$ cat config.mk
export PLATFORM = sky130hd
export DESIGN_NAME = adc_sample_host
export DESIGN_NICKNAME = d
export VERILOG_FILES = /design/src/rtl/adc_host_pkg.sv /design/src/rtl/adc_down_timer.sv /design/src/rtl/adc_frame_engine.sv /design/src/rtl/adc_sample_buffer.sv /design/src/rtl/adc_sample_host.sv
export SDC_FILE = /design/constraint.sdc
export NUM_CORES = 1
export LEC_CHECK = 0
export BUFFER_PORTS_ARGS = -buffer_cell sky130_fd_sc_hd__buf_2
export CAP_MARGIN = 40
export CORE_MARGIN = 4
export CORE_UTILIZATION = 41
export DETAILED_ROUTE_END_ITERATION = 16
export PLACE_DENSITY = 0.61
export SYNTH_ARGS = -nofsm -noshare
export SYNTH_HDL_FRONTEND = slang
export SYNTH_HIERARCHICAL = 1
export SYNTH_SLANG_ARGS = --single-unit
$ cat constraint.sdc
create_clock -name clk -period 3 [get_ports clk]
set_input_delay 0.15 -clock clk [delete_from_list [all_inputs] [get_ports clk]]
set_output_delay 0.15 -clock clk [all_outputs]
set_load 0.05 [all_outputs]
$ cat src/rtl/adc_host_pkg.sv
package adc_host_pkg;
  typedef enum logic [1:0] {
    FR_WAKE = 2'd0,
    FR_DATA = 2'd1,
    FR_DOWN = 2'd2
  } frame_kind_t;

  typedef enum logic [1:0] {
    SQ_IDLE  = 2'd0,
    SQ_PLAN  = 2'd1,
    SQ_FRAME = 2'd2
  } seq_state_t;
endpackage

$ cat src/rtl/adc_down_timer.sv
module adc_down_timer #(
  parameter int W       = 8,
  parameter int RST_VAL = 0
) (
  input  logic         clk,
  input  logic         rst_n,
  input  logic         load,
  input  logic [W-1:0] load_val,
  output logic         expired
);
  logic [W-1:0] cnt;

  always_ff @(posedge clk or negedge rst_n) begin
    if (!rst_n)             cnt <= W'(RST_VAL);
    else if (load)          cnt <= load_val;
    else if (cnt != '0)     cnt <= cnt - 1'b1;
  end

  assign expired = (cnt == '0);
endmodule

$ cat src/rtl/adc_frame_engine.sv
module adc_frame_engine #(
  parameter int HALF_CYC  = 2,
  parameter int MAX_EDGES = 16,
  localparam int EDGE_W   = $clog2(MAX_EDGES + 1),
  localparam int IDX_W    = EDGE_W + 1,
  localparam int DIV_W    = $clog2(HALF_CYC + 1)
) (
  input  logic                 clk,
  input  logic                 rst_n,
  input  logic                 start,
  input  logic [EDGE_W-1:0]    edges,
  input  logic                 sdata,
  output logic                 cs_n,
  output logic                 sclk,
  output logic                 done,
  output logic [MAX_EDGES-1:0] word
);
  logic              busy;
  logic [DIV_W-1:0]  div_cnt;
  logic [IDX_W-1:0]  half_idx;
  logic [EDGE_W-1:0] edges_q;

  // half 0 is a lead-in with sclk high; odd halves low, even halves high
  always_ff @(posedge clk or negedge rst_n) begin
    if (!rst_n) begin
      busy     <= 1'b0;
      cs_n     <= 1'b1;
      sclk     <= 1'b1;
      done     <= 1'b0;
      div_cnt  <= '0;
      half_idx <= '0;
      edges_q  <= '0;
      word     <= '0;
    end else begin
      done <= 1'b0;
      if (!busy) begin
        if (start) begin
          busy     <= 1'b1;
          cs_n     <= 1'b0;
          sclk     <= 1'b1;
          div_cnt  <= '0;
          half_idx <= '0;
          edges_q  <= edges;
          word     <= '0;
        end
      end else if (div_cnt == DIV_W'(HALF_CYC - 1)) begin
        div_cnt <= '0;
        if (half_idx == {edges_q, 1'b0}) begin
          busy <= 1'b0;
          cs_n <= 1'b1;
          sclk <= 1'b1;
          done <= 1'b1;
        end else begin
          half_idx <= half_idx + 1'b1;
          sclk     <= half_idx[0];
          if (half_idx[0]) word <= {word[MAX_EDGES-2:0], sdata};
        end
      end else begin
        div_cnt <= div_cnt + 1'b1;
      end
    end
  end
endmodule

$ cat src/rtl/adc_sample_buffer.sv
module adc_sample_buffer #(
  parameter int DW = 12
) (
  input  logic          clk,
  input  logic          rst_n,
  input  logic          push,
  input  logic [DW-1:0] push_data,
  input  logic          push_err,
  output logic          out_valid,
  input  logic          out_ready,
  output logic [DW-1:0] out_data,
  output logic          out_err
);
  always_ff @(posedge clk or negedge rst_n) begin
    if (!rst_n) begin
      out_valid <= 1'b0;
      out_data  <= '0;
      out_err   <= 1'b0;
    end else if (push) begin
      out_valid <= 1'b1;
      out_data  <= push_data;
      out_err   <= push_err;
    end else if (out_valid && out_ready) begin
      out_valid <= 1'b0;
    end
  end
endmodule

$ cat src/rtl/adc_sample_host.sv
module adc_sample_host
  import adc_host_pkg::*;
#(
  parameter int DATA_W    = 12,
  parameter int LEAD_W    = 4,
  parameter int SCLK_HALF = 2,
  parameter int QUIET_CYC = 4,
  parameter int PWRUP_CYC = 100,
  parameter int PD_EDGES  = 5,
  parameter int CNT_W     = 8
) (
  input  logic              clk,
  input  logic              rst_n,
  input  logic              cmd_valid,
  output logic              cmd_ready,
  input  logic [1:0]        cmd_op,
  input  logic [CNT_W-1:0]  cmd_count,
  output logic              cs_n,
  output logic              sclk,
  input  logic              sdata,
  output logic              smp_valid,
  input  logic              smp_ready,
  output logic [DATA_W-1:0] smp_data,
  output logic              smp_err,
  output logic              conv_awake
);
  localparam int FRAME_EDGES = DATA_W + LEAD_W;
  localparam int EDGE_W      = $clog2(FRAME_EDGES + 1);
  localparam int QW          = $clog2(QUIET_CYC + 2);
  localparam int PW          = $clog2(PWRUP_CYC + 2);

  seq_state_t        state;
  frame_kind_t       kind_q, want;
  logic [CNT_W-1:0]  remaining;
  logic              pd_pend, awake;
  logic              quiet_done, pwr_done, buf_free, has_work, can_launch;
  logic              frame_done;
  logic [EDGE_W-1:0] launch_edges;
  logic [FRAME_EDGES-1:0] word;

  assign buf_free = !smp_valid || smp_ready;
  assign has_work = (remaining != '0) || (pd_pend && awake);

  always_comb begin
    if (remaining != '0) want = awake ? FR_DATA : FR_WAKE;
    else                 want = FR_DOWN;
  end

  assign can_launch   = (state == SQ_PLAN) && has_work && quiet_done &&
                        ((want != FR_DATA) || (pwr_done && buf_free));
  assign launch_edges = (want == FR_DOWN) ? EDGE_W'(PD_EDGES) : EDGE_W'(FRAME_EDGES);
  assign cmd_ready    = (state == SQ_IDLE);
  assign conv_awake   = awake;

  always_ff @(posedge clk or negedge rst_n) begin
    if (!rst_n) begin
      state     <= SQ_IDLE;
      kind_q    <= FR_WAKE;
      remaining <= '0;
      pd_pend   <= 1'b0;
      awake     <= 1'b0;
    end else begin
      case (state)
        SQ_IDLE: if (cmd_valid) begin
          state <= SQ_PLAN;
          if (cmd_op[1]) begin
            remaining <= '0;
            pd_pend   <= 1'b1;
          end else begin
            pd_pend <= cmd_op[0];
            if (cmd_op[0] && cmd_count != '0) remaining <= cmd_count;
            else                              remaining <= CNT_W'(1);
          end
        end
        SQ_PLAN: begin
          if (!has_work) begin
            state   <= SQ_IDLE;
            pd_pend <= 1'b0;
          end else if (can_launch) begin
            kind_q <= want;
            state  <= SQ_FRAME;
          end
        end
        SQ_FRAME: if (frame_done) begin
          state <= SQ_PLAN;
          case (kind_q)
            FR_WAKE: awake <= 1'b1;
            FR_DATA: remaining <= remaining - 1'b1;
            FR_DOWN: begin
              awake   <= 1'b0;
              pd_pend <= 1'b0;
            end
            default: ;
          endcase
        end
        default: state <= SQ_IDLE;
      endcase
    end
  end

  adc_frame_engine #(.HALF_CYC(SCLK_HALF), .MAX_EDGES(FRAME_EDGES)) u_engine (
    .clk   (clk),
    .rst_n (rst_n),
    .start (can_launch),
    .edges (launch_edges),
    .sdata (sdata),
    .cs_n  (cs_n),
    .sclk  (sclk),
    .done  (frame_done),
    .word  (word)
  );

  adc_down_timer #(.W(QW), .RST_VAL(QUIET_CYC)) u_quiet (
    .clk      (clk),
    .rst_n    (rst_n),
    .load     (frame_done),
    .load_val (QW'(QUIET_CYC)),
    .expired  (quiet_done)
  );

  adc_down_timer #(.W(PW), .RST_VAL(0)) u_pwrup (
    .clk      (clk),
    .rst_n    (rst_n),
    .load     (frame_done && kind_q == FR_WAKE),
    .load_val (PW'(PWRUP_CYC)),
    .expired  (pwr_done)
  );

  adc_sample_buffer #(.DW(DATA_W)) u_out (
    .clk       (clk),
    .rst_n     (rst_n),
    .push      (frame_done && kind_q == FR_DATA),
    .push_data (word[DATA_W-1:0]),
    .push_err  (|word[FRAME_EDGES-1:DATA_W]),
    .out_valid (smp_valid),
    .out_ready (smp_ready),
    .out_data  (smp_data),
    .out_err   (smp_err)
  );
endmodule

== Yosys cells after proc, flatten, opt, wreduce, memory -nomap -nowiden ==
Index checks and enable logic that the tools add are counted.

* Input bits: 15
* Flip-flop bits (word level): 71
* Output and inout port bits: 18
* Logic and storage cells: 135

* Equality and inequality tests: 18
* Bitwise logic cells: 1
* Add/sub/neg operators: 5
* Muxes and demuxes: 54
* Reduce and logical (&&, ||, !) cells: 39

{| class="wikitable"
|+ Operators with widths
! kind !! number
|-
| 16-bit two-way mux || 5
|-
| 8-bit two-way mux || 5
|-
| 6-bit two-way mux || 4
|-
| 1-bit two-way mux || 23
|-
| 2-bit two-way mux || 8
|-
| 2-bit inequality test (second input constant) || 8
|-
| 8-bit case mux with 2 select lines || 1
|-
| 8-bit nonzero test || 2
|-
| 3-bit AND reduction || 5
|-
| 7-bit two-way mux || 2
|-
| 2-bit nonzero test || 6
|-
| 1-bit logical AND || 9
|-
| 4-bit AND reduction || 2
|-
| 8-bit by 1-bit subtractor with 8-bit output (second input constant) || 1
|-
| 7-bit zero test || 1
|-
| 7-bit nonzero test || 1
|-
| 7-bit by 1-bit subtractor with 7-bit output (second input constant) || 1
|-
| 6-bit by 1-bit adder with 6-bit output (second input constant) || 1
|-
| 2-bit by 1-bit == test with 1-bit output (second input constant) || 3
|-
| 2-bit == test (second input constant) || 3
|-
| 6-bit == test || 1
|-
| 3-bit two-way mux || 2
|-
| 2-bit case mux with 3 select lines || 1
|-
| 3-bit nonzero test || 2
|-
| other kinds (15) || 20
|}

== Depth between registers and ports, before layout ==
Gate-level depths: netlist of run 1.

* Word-level depth: 8
* Gate-level depth with buffers: 13
* Depth with buffers taken out: 11

== Modules after synthesis ==
Netlist of run 1, hierarchy kept.

{| class="wikitable"
|+ Modules (own cells, without submodules)
! module !! times used !! cells each !! area each (µm²) !! sequential area each (µm²)
|-
| adc_frame_engine || 1 || 138 || 1,539.0 || 828.3
|-
| adc_sample_host || 1 || 116 || 1,001.0 || 350.3
|-
| adc_sample_buffer || 1 || 30 || 520.5 || 350.3
|-
| adc_down_timer at u_pwrup || 1 || 43 || 434.2 || 175.2
|-
| adc_down_timer at u_quiet || 1 || 21 || 202.7 || 76.3
|}

== Least setup slack after synthesis of run 1 ==
OpenSTA, ideal clock, no wires.

* Path type: register to register
* From: reg u_pwrup.cnt[3]
* To: reg u_engine.half_idx[3]
* Buffers on the path: 2
* Setup time: 0.126 ns
* Data required time: 2.874 ns
* Setup slack: 0.172 ns
* Clock period less this slack: 2.828 ns
* Arrival: 2.702 ns
* Stages on the path, launching flop included: 12
* Cells stage by stage: dfrtp_1 > or4_4 > nor2_1 > o21ai_0 > a31oi_1 > and2b_4 > nor2b_1 > buf_2 > nor2_1 > a32o_1 > buf_6 > a221o_1

* Longest elaborated chain between the ends: 6

{| class="wikitable"
|+ RTL lines
! item !! line !! text
|-
| start: declaration || adc_down_timer.sv:11 || <nowiki>logic [W-1:0] cnt;</nowiki>
|-
| start signal: assignment || adc_down_timer.sv:14 || <nowiki>if (!rst_n) cnt <= W'(RST_VAL);</nowiki>
|-
| start signal: assignment || adc_down_timer.sv:15 || <nowiki>else if (load) cnt <= load_val;</nowiki>
|-
| start signal: assignment || adc_down_timer.sv:16 || <nowiki>else if (cnt != '0) cnt <= cnt - 1'b1;</nowiki>
|-
| 7-bit zero test || adc_down_timer.sv:19 || <nowiki>assign expired = (cnt == '0);</nowiki>
|-
| via pwr_done || adc_sample_host.sv:36 || <nowiki>logic quiet_done, pwr_done, buf_free, has_work, can_launch;</nowiki>
|-
| 1-bit logical AND || adc_sample_host.sv:50 || <nowiki>((want != FR_DATA) || (pwr_done && buf_free));</nowiki>
|-
| 1-bit logical OR || adc_sample_host.sv:50 ||
|-
| 1-bit logical AND || adc_sample_host.sv:49 || <nowiki>assign can_launch = (state == SQ_PLAN) && has_work && quiet_done &&</nowiki>
|-
| via can_launch || adc_sample_host.sv:36 ||
|-
| 2-bit nonzero test (no line) || -- ||
|-
| 3-bit AND reduction (no line) || -- ||
|-
| end signal: assignment || adc_frame_engine.sv:54 || <nowiki>half_idx <= half_idx + 1'b1;</nowiki>
|-
| end: declaration || adc_frame_engine.sv:20 || <nowiki>logic [IDX_W-1:0] half_idx;</nowiki>
|}

The timed path passes the listed nets, and every way through them passes these cells.
A chain may end at the register's enable or synchronous reset.

== Worst setup path in the final report of run 1 ==
* From: reg u_pwrup.cnt[4]
* To: reg u_engine.word[14]

* Longest elaborated chain between the ends: 6

{| class="wikitable"
|+ RTL lines
! item !! line !! text
|-
| 7-bit zero test || adc_down_timer.sv:19 ||
|-
| via pwr_done || adc_sample_host.sv:36 ||
|-
| 1-bit logical AND || adc_sample_host.sv:50 ||
|-
| 1-bit logical OR || adc_sample_host.sv:50 ||
|-
| 1-bit logical AND || adc_sample_host.sv:49 ||
|-
| via can_launch || adc_sample_host.sv:36 ||
|-
| 2-bit nonzero test (no line) || -- ||
|-
| 4-bit AND reduction (no line) || -- ||
|-
| end signal: assignment || adc_frame_engine.sv:56 || <nowiki>if (half_idx[0]) word <= {word[MAX_EDGES-2:0], sdata};</nowiki>
|-
| end: declaration || adc_frame_engine.sv:16 || <nowiki>output logic [MAX_EDGES-1:0] word</nowiki>
|}

The timed path passes the listed nets, and every way through them passes these cells.

==> results of run 1 <==
## metal layers
| metal | routed length (um) | part of all wire (%) | track usage [%] |
|---|---|---|---|
| met5 | 0 | 0 | 0 |
| met4 | 70 | 0.93 | 3.884 |
| met3 | 275 | 3.6 | 3.654 |
| met2 | 3478 | 46 | 22.40 |
| met1 | 3712 | 49 | 21.44 |
## sequential cells by signal, summed over array words and instances, names as in the netlist, 3 cells and up
register and count:
u_engine/half_idx 6, u_quiet/cnt 3, u_engine/word 16, remaining 8, u_out/out_data 12, u_pwrup/cnt 7, u_engine/edges_q 5
## worst paths after layout
check | to | cells after the start
worst max-delay path | u_engine/word[14] | 10
worst min-delay path | remaining[4] | 3
worst max register to register | u_engine/word[14] | 10
worst min register to register | pd_pend | 1
max in group asynchronous | u_out/out_data[2] | 4
min in group asynchronous | remaining[4] | 2
## cells in the mapped netlist, types with 3 or more instances
| library cell | count |
|---|---|
| dfrtp_1 | 68 |
| nand2_1 | 34 |
| inv_1 | 23 |
| nor3_1 | 7 |
| a32o_1 | 3 |
| nand2b_1 | 4 |
| a31oi_1 | 6 |
| o21ai_0 | 12 |
| and2_1 | 3 |
| a22o_1 | 34 |
| a21o_1 | 4 |
| a221o_1 | 4 |
| xor2_1 | 6 |
| o31ai_1 | 4 |
| dfstp_2 | 3 |
| mux2i_1 | 4 |
| mux2_2 | 14 |
| nor2b_1 | 9 |
| buf_2 | 3 |
| nand3_1 | 5 |
| xnor2_1 | 3 |
| clkbuf_1 | 7 |
| a221oi_1 | 3 |
| nor2_1 | 16 |
| ha_1 | 11 |
| a21oi_1 | 7 |
## per-stage QoR
stage / worst slack [ps] / instance area [um2] / power (mW) / util (%)
detailed placement: 103.4 / 4080 / 3.768 / 46.56
global route: 1.779 / 4327 / 4.983 / 49.37
global placement: 217.4 / 4060 / 3.715 / 46.33
CTS: 54.08 / 4310 / 4.641 / 49.19
floorplan: 171.6 / 3735 / 3.266 / -
finish: 179.1 / 4327 / 4.617 / 49.37
## kinds of logic (layout without fill, tap and decap cells)
| kind of cell | after synthesis | in the layout |
|---|---|---|
| AOI/OAI and AO/OA | 95 | 95 |
| xor gates and xnor gates | 9 | 9 |
| adders and majority gates | 11 | 11 |
| buffers and inverters | 37 | 88 |
| DFF | 71 | 71 |
| muxes | 19 | 19 |
| other | 2 | 12 |
| and+or+nand+nor | 104 | 104 |
## final cells by class
type	instances	area, um2
Sequential cell	71	1780
Clock inverter	6	92.59
Timing Repair Buffer	48	295.3
Inverter	24	90.09
Clock buffer	10	127.6
Fill cell	829	4437
Tap cell	108	135.1
Multi-Input combinational cell	250	1805
## worst reg2reg max path: cells and delay by family, from the launching register on
| kind | cells | cell delay, ps |
|---|---|---|
| AND/OR/NAND/NOR | 5 | 1210 |
| AO/OA/AOI/OAI | 4 | 890 |
| flip-flops | 1 | 430 |
| buffers and inverters | 1 | 190 |
## what timing repair did
action / 4_1_cts / 5_1_grt
hold buffers: 1 / 0
endpoints found under the hold margin: 32 / 0
resized for setup: 0 / 2
setup endpoints to repair: 0 / 19
buffers inserted: 0 / 1
## power by group through the flow
stage	logic, mW	clock network (mW)	registers, mW
floorplan	1.48	0	1.79
global placement	2.03	0	1.69
detailed placement	2.08	0	1.69
CTS	2.08	0.880	1.68
global route	2.33	0.915	1.74
finish	2.08	0.857	1.68
==> reports/results.txt, run 1 <==
kind of critical path -> reg2reg
ys flop type -> dfrtp_1
EDFF count, synth -> 0
Max Fanout on Critical Path -> 8
crit path buf inv count -> 1
Syn Std Cell Area -> 3697 um2
xor/xnor share of the synthesized area -> 2.132%
# Max-Cap Violations -> 0
total CTS buffers -> 9
Worst VDD drop -> 534.4 uV
flop2flop setup slack -> 180 ps
simple-gate area share of the yosys netlist -> 15.84%
most frequent cells in the layout -> dfrtp_1 (68), nand2_1 (34), a22o_1 (34)
f_max -> 354.5 MHz
Post-synth ARST share -> 100.0%
Internal Power -> 2.710 mW
PwrDens -> 1067 nW/um2
DP Wirelength -> 5.222 mm
antenna-violating nets left -> 0
element type at the critical path end -> register
Nets -> 430
sequential-to-total area share from yosys stat -> 48.16%
Vias -> 2,787
placed cell count -> 499
Placeable Area -> 8763 um2
Die X -> 103.0 um
LEAKAGE -> 2.090 nW
area delta synth->final -> 17.02%
Setup-failing EPs final -> 0
largest area contributor in the netlist -> dfrtp_1
Critical Path AT -> 3050 ps
Mapped Cells -> 348
Worst Path Required -> 3230 ps
post-DR vias/cell -> 5.391
initial drt markers -> 104
most common cell after layout, fill and taps aside -> dfrtp_1
post-synth top area share -> 46.02%
Clk pwr share -> 18.6%
Hold Crit Start -> cmd_count[4]
post-synthesis mux area share -> 5.651%
DRC violations left -> 0
RR Startpoint -> u_pwrup/cnt[4]
Synth Area in Compound Gates -> 20.03%
gp weighted congestion -> 0.8144
die height -> 103.0 um
worst setup path start -> u_pwrup/cnt[4]
Crit path max-delay family -> simple AND/OR/NAND/NOR gates
Clock Latency Late Sink -> 340 ps
io pins -> 33
Worst slew margin -> 54.02%
layout cell share with drive strength beyond 1 -> 22.74%
Unique masters post-synth -> 63
worst hold slack -> 75.40 ps
CTS Sinks -> 71
Slowest cell on crit path -> or4_4
Die Footprint -> 10,600 um2
Switching Fraction -> 41.30%
vias in the first global route -> 2,637
CTS tree -> yes
overall routing resource usage -> 14.86%
first-pass GRT wire length -> 12.62 mm
pin slew with the least headroom to its limit -> 688.1 ps
largest family of logic cells by synthesized area -> compound AO/OA/AOI/OAI gates
Hold/Removal Path Class -> in2reg
Syn Area/Cell -> 10.62 um2
H-tree depth -> 3
FF+latch count, synth -> 71
Synth Area in Adders -> 3.723%
GRT overflow -> 0
Comb power frac -> 45.0%
port buffer count -> 32
period utilization -> 94.03%
row cnt -> 34
Initial Utilization -> 42.19%
largest net degree at the start of global routing -> 37
initial antenna violation count -> 0
Pre-antenna DRT Iters -> 4
critical path's largest stage delay -> 560 ps
CTS Buffer Depth -> 2
Seq pwr share -> 36.4%
final non-filler cell total -> 517
Clock Tree Root -> clkbuf_8
crit path time final -> 2821 ps
startpoint type of the worst setup path -> register
post-DR wirelength/cell -> 14.58 um
clk_skew -> 9.017 ps
Synth area leaders -> dfrtp_1 (46%), a22o_1 (8.1%), mux2_2 (4.3%)
crit path cell chain -> or4_4 > nor2_2 > o21ai_0 > a31oi_2 > and2b_4 > nor2b_1 > nor2_1 > a32o_1 > buf_4 > a22o_1
Clock transition at path regs -> 80 ps
RSZ-0062 raised after global routing -> no
YS warnings -> 6
final hold viol count -> 0
outcome -> completed
n_diodes -> 0
Total Neg Setup Slack -> 0 ps
pins over their slew limit -> 0
Net Sw Power -> 1.907 mW
final WL -> 7.536 mm
Power figures use the tool's default switching activity.
==> run 2, diff against run 1 <==
--- a/config.mk
+++ b/config.mk
@@ -8,9 +8,10 @@
 export BUFFER_PORTS_ARGS = -buffer_cell sky130_fd_sc_hd__buf_2
 export CAP_MARGIN = 40
 export CORE_MARGIN = 4
-export CORE_UTILIZATION = 41
+export CORE_UTILIZATION = 54
 export DETAILED_ROUTE_END_ITERATION = 16
-export PLACE_DENSITY = 0.61
+export PLACE_DENSITY = 0.76
+export SKIP_CTS_REPAIR_TIMING = 1
 export SYNTH_ARGS = -nofsm -noshare
 export SYNTH_HDL_FRONTEND = slang
 export SYNTH_HIERARCHICAL = 1
==> reports/results.txt, run 2 (synthesized netlist as in run 1, its figures left out) <==
Comb power frac -> 46.3% (+1.3 points)
element type at the critical path end -> register
worst hold slack -> 93.45 ps (+18.05 ps)
Hold/Removal Path Class -> in2reg
Hold Crit Start -> cmd_count[4]
first-pass GRT wire length -> 12.50 mm (-0.99%)
kind of critical path -> reg2reg
gp weighted congestion -> 0.8630 (+6.0%)
Nets -> 429 (-0.23%)
Hold Path Sink -> remaining[4]
total CTS buffers -> 9 (unchanged)
Initial Utilization -> 56.93% (+15 points)
clk_skew -> 10.79 ps (+1.769 ps)
CTS Buffer Depth -> 2 (unchanged)
total power -> 4.446 mW (-3.7%)
hold depth -> 3 (unchanged)
DRC violations left -> 0 (unchanged)
R2R depth -> 10 (unchanged)
CTS Sinks -> 71 (unchanged)
Total Neg Setup Slack -> 0 ps (unchanged)
# Max-Cap Violations -> 0 (unchanged)
max reg flops -> 16 (unchanged)
crit path buf inv count -> 1 (unchanged)
Die Footprint -> 8235 um2 (-22%)
f_max -> 338.8 MHz (-4.4%)
Worst Path Required -> 3220 ps (about the same)
H-tree depth -> 3 (unchanged)
port buffer count -> 32 (unchanged)
# fillers -> 530 (-36%)
critical path's largest stage delay -> 570 ps (about the same)
CTS tree -> yes
biggest regs -> u_engine/word x16, u_out/out_data x12, remaining x8
antenna-violating nets left -> 0 (unchanged)
final non-filler cell total -> 485 (-6.2%)
Clock Tree Root -> clkbuf_8
register with the most flip-flops -> u_engine/word
GRT overflow -> 0 (unchanged)
DP Wirelength -> 4.974 mm (-4.8%)
final hold viol count -> 0 (unchanged)
largest net degree at the start of global routing -> 35 (-5.4%)
Max Fanout on Critical Path -> 9 (+1)
worst flop-to-flop path endpoint -> u_engine/word[8]
area delta synth->final -> 14.11%
die height -> 90.75 um (-12%)
Critical Path AT -> 3170 ps (+120 ps)
Final WS setup -> 48.19 ps (-130.9 ps)
row cnt -> 29 (-15%)
pins over their slew limit -> 0 (unchanged)
Internal Power -> 2.571 mW (-5.1%)
flop2flop setup slack -> 50 ps (-130 ps)
Placeable Area -> 6495 um2 (-26%)
post-DR vias/cell -> 5.713 (+6.0%)
area occupied by multi-input gates -> 1798 um2 (-0.42%)
Worst VDD drop -> 623.7 uV (+17%)
outcome -> completed
Setup-failing EPs final -> 0 (unchanged)
DP Worst Slack -> 100.7 ps (-2.652 ps)
Pre-antenna DRT Iters -> 4 (unchanged)
PwrDens -> 1054 nW/um2 (-1.2%)
RR Startpoint -> u_pwrup/cnt[3]
post-DR wirelength/cell -> 15.05 um (+3.3%)
Clk pwr share -> 15.5% (-3.1 points)
Seq. cell area -> 1780 um2 (unchanged)
layout cell share with drive strength beyond 1 -> 22.06% (-0.68 points)
vias in the first global route -> 2,622 (-0.57%)
final WL -> 7.301 mm (-3.1%)
pin slew with the least headroom to its limit -> 780.0 ps (+91.83 ps)
Net Sw Power -> 1.875 mW (-1.7%)
crit path time final -> 2952 ps (+130.9 ps)
overall routing resource usage -> 18.41% (+3.6 points)
most frequent cell on the critical path -> nor2_1
most frequent cells in the layout -> dfrtp_1 (68), nand2_1 (34), a22o_1 (34)
Clock transition at path regs -> 80 ps (about the same)
LEAKAGE -> 2.066 nW (-1.1%)
Slowest cell on crit path -> or4_4
Vias -> 2,771 (-0.57%)
period utilization -> 98.39% (+4.4 points)
Switching Fraction -> 42.17% (+0.87 points)
placed cell count -> 465 (-6.8%)
most common cell after layout, fill and taps aside -> dfrtp_1
Seq pwr share -> 38.2% (+1.8 points)
Die X -> 90.75 um (-12%)
initial drt markers -> 119 (+14%)
crit path cell chain -> or4_4 > nor2_1 > o21ai_0 > a31oi_1 > and2b_4 > nor2b_1 > nor2_1 > a32o_2 > buf_4 > a22o_1
initial antenna violation count -> 0 (unchanged)
Clock Latency Late Sink -> 330 ps (about the same)
Crit path depth -> 10 (unchanged)
Worst slew margin -> 48.00% (-6.0 points)
Crit path max-delay family -> simple AND/OR/NAND/NOR gates
startpoint type of the worst setup path -> register
n_diodes -> 0 (unchanged)
io pins -> 33 (unchanged)
[run 2: power by group through the flow]
stage	sequential, mW	clock [mW]	combinational [mW]
after global placement	1.69	0	1.97
after global routing	1.76	0.749	2.29
after detailed placement	1.71	0	2.02
after CTS	1.69	0.708	2.04
final	1.70	0.689	2.06
after floorplan	1.79	0	1.48
[run 2: how the worst max path moves through the flow]
stage	from	end
final	u_pwrup/cnt[3]	u_engine/word[8]
after global routing	u_pwrup/cnt[3]	u_engine/word[14]
after CTS	u_pwrup/cnt[3]	u_engine/word[14]
after detailed placement	u_pwrup/cnt[3]	u_engine/word[7]
after global placement	u_pwrup/cnt[3]	u_engine/word[9]
after floorplan	u_pwrup/cnt[3]	u_engine/half_idx[3]
[run 2: metal layers]
layer  up-vias  share of wire, %  global-route usage (%)
met3         8               3.5                   3.583
met5         -                 0                       0
met4         0               1.1                   6.378
met1      1334                48                   25.50
met2        55                47                   28.91
li1       1374                 -                       -
[run 2: area by class of cell]
cell class / count / area share (%)
sequential: 71 / 42.20
inverter: 24 / 2.135
tap: 77 / 2.284
timing repair buffer: 47 / 6.524
clock inverter: 3 / 0.4745
clock buffer: 13 / 3.766
multi-input combinational: 250 / 42.62
[run 2: worst min-delay path, stage by stage]
cell     delay (ps)
buf_2            90
nand3_1          70
nand3_1          80
[run 2: stage by stage]
stage                     area (um2)  utilization, %
after floorplan                 3735               -
after global placement          4006           61.68
after detailed placement        4006           61.68
after CTS                       4185           64.44
after global routing            4219           64.96
final                           4219           64.96
==> run 3, diff against run 2 <==
--- a/config.mk
+++ b/config.mk
@@ -11,6 +11,7 @@
 export CORE_UTILIZATION = 54
 export DETAILED_ROUTE_END_ITERATION = 16
 export PLACE_DENSITY = 0.76
+export RECOVER_POWER = 25
 export SKIP_CTS_REPAIR_TIMING = 1
 export SYNTH_ARGS = -nofsm -noshare
 export SYNTH_HDL_FRONTEND = slang
==> reports/results.txt, run 3 (synthesized netlist as in run 1, its figures left out) <==
initial drt markers -> 113 (-5.0%)
n_diodes -> 0 (unchanged)
Slowest cell on crit path -> or4_4
Max Fanout on Critical Path -> 9 (unchanged)
crit path cell chain -> or4_4 > nor2_1 > o21ai_0 > a31oi_1 > and2b_4 > nor2b_1 > nor2_1 > a32o_2 > buf_4 > a22o_1
area delta synth->final -> 13.81%
Critical Path AT -> 3160 ps (about the same)
total CTS buffers -> 9 (unchanged)
crit path time final -> 2943 ps (-9.182 ps)
pin slew with the least headroom to its limit -> 1894 ps (+1114 ps)
total power -> 4.440 mW (-0.14%)
Die X -> 90.75 um (unchanged)
f_max -> 339.8 MHz (+0.31%)
CTS Buffer Depth -> 2 (unchanged)
io pins -> 33 (unchanged)
max reg flops -> 16 (unchanged)
startpoint type of the worst setup path -> register
Nets -> 429 (unchanged)
H-tree depth -> 3 (unchanged)
post-DR wirelength/cell -> 15.10 um (+0.29%)
CTS Sinks -> 71 (unchanged)
vias in the first global route -> 2,622 (unchanged)
layout cell share with drive strength beyond 1 -> 19.85% (-2.2 points)
largest net degree at the start of global routing -> 35 (unchanged)
# fillers -> 528 (-0.38%)
final WL -> 7.322 mm (+0.29%)
Worst Path Required -> 3220 ps (about the same)
pins over their slew limit -> 35 (+35)
first-pass GRT wire length -> 12.50 mm (unchanged)
Worst slew margin -> -26.29% (-74 points)
Initial Utilization -> 56.93% (unchanged)
PwrDens -> 1055 nW/um2 (+0.13%)
register with the most flip-flops -> u_engine/word
port buffer count -> 32 (unchanged)
most frequent cell on the critical path -> nor2_1
most common cell after layout, fill and taps aside -> dfrtp_1
row cnt -> 29 (unchanged)
# Max-Cap Violations -> 1 (+1)
Vias -> 2,775 (+0.14%)
Setup-failing EPs final -> 0 (unchanged)
CTS tree -> yes
die height -> 90.75 um (unchanged)
antenna-violating nets left -> 0 (unchanged)
period utilization -> 98.09% (-0.31 points)
DRC violations left -> 0 (unchanged)
Clock transition at path regs -> 80 ps (about the same)
gp weighted congestion -> 0.8630 (unchanged)
biggest regs -> u_engine/word x16, u_out/out_data x12, remaining x8
Die Footprint -> 8235 um2 (unchanged)
Util after Layout -> 64.79% (-0.17 points)
placed cell count -> 465 (unchanged)
Hold/Removal Path Class -> in2reg
element type at the critical path end -> register
overall routing resource usage -> 18.41% (unchanged)
area occupied by multi-input gates -> 1798 um2 (unchanged)
outcome -> finished, violations left
post-DR vias/cell -> 5.722 (+0.14%)
Clock Latency Late Sink -> 330 ps (about the same)
most frequent cells in the layout -> dfrtp_1 (68), nand2_1 (34), a22o_1 (34)
DP Wirelength -> 4.974 mm (unchanged)
Placeable Area -> 6495 um2 (unchanged)
Seq. cell area -> 1780 um2 (unchanged)
Worst VDD drop -> 620.5 uV (-0.51%)
failing checks -> max-capacitance violations, max-slew violations
kind of critical path -> reg2reg
clk_skew -> 13.74 ps (+2.952 ps)
LEAKAGE -> 2.028 nW (-1.8%)
Clock Tree Root -> clkbuf_8
worst hold slack -> 94.54 ps (+1.091 ps)
GRT overflow -> 0 (unchanged)
Pre-antenna DRT Iters -> 4 (unchanged)
final non-filler cell total -> 485 (unchanged)
final hold viol count -> 0 (unchanged)
initial antenna violation count -> 0 (unchanged)
critical path's largest stage delay -> 580 ps (about the same)
run 3: cell types whose count changed in the layout (fill, tap and decap cells not counted), sizes merged:
| cell | before | now |
|---|---|---|
| buf | 46 | 37 |
| clkbuf | 13 | 22 |
run 3: layout make-up:
type | instances | share of cell area, %
clock buffers | 13 | 3.776
clock inverters | 3 | 0.4758
inverters | 24 | 2.141
multi-input cells | 250 | 42.73
flip-flops and latches | 71 | 42.31
well taps | 77 | 2.290
repair buffers | 47 | 6.274
run 3: critical path, delay by kind of cell, from the launching register on:
kind,cells,cell delay (ps)
flops,1,430
simple gates,5,1250
buf+inv,1,180
compound gates,4,980
run 3: power by group:
| group | internal (mW) | switching (mW) | leakage, nW | total [mW] |
|---|---|---|---|---|
| clock | 0.345 | 0.345 | 0.0857 | 0.690 |
| combinational | 0.887 | 1.17 | 1.03 | 2.05 |
| sequential | 1.33 | 0.365 | 0.911 | 1.70 |
run 3: final timing paths:
kind	from	endpoint	slack [ps]	cells past startpoint
max in group asynchronous	rst_n	u_engine/word[14]	940	3
hold / removal	cmd_count[4]	remaining[4]	90	3
min in group asynchronous	rst_n	u_pwrup/cnt[0]	870	2
setup / recovery	u_pwrup/cnt[3]	u_engine/word[8]	60	10
hold reg to reg	pd_pend	pd_pend	490	1
setup reg to reg	u_pwrup/cnt[3]	u_engine/word[8]	60	10
run 3: metrics by stage:
| step | area, um2 | setup WS (ps) | TNS, ps |
|---|---|---|---|
| floorplan | 3735 | 171.6 | 0 |
| global route | 4208 | -17.97 | -113.3 |
| finish | 4208 | 57.37 | 0 |
| global placement | 4006 | 179.4 | 0 |
| detailed placement | 4006 | 100.7 | 0 |
| CTS | 4185 | 22.87 | 0 |
run 3: routing by layer:
| metal | vias up | global-route usage (%) | routed length (um) |
|---|---|---|---|
| met3 | 9 | 3.583 | 257 |
| met1 | 1336 | 25.50 | 3501 |
| met5 | - | 0 | 0 |
| met4 | 0 | 6.378 | 81 |
| met2 | 55 | 28.91 | 3482 |
| li1 | 1375 | - | - |
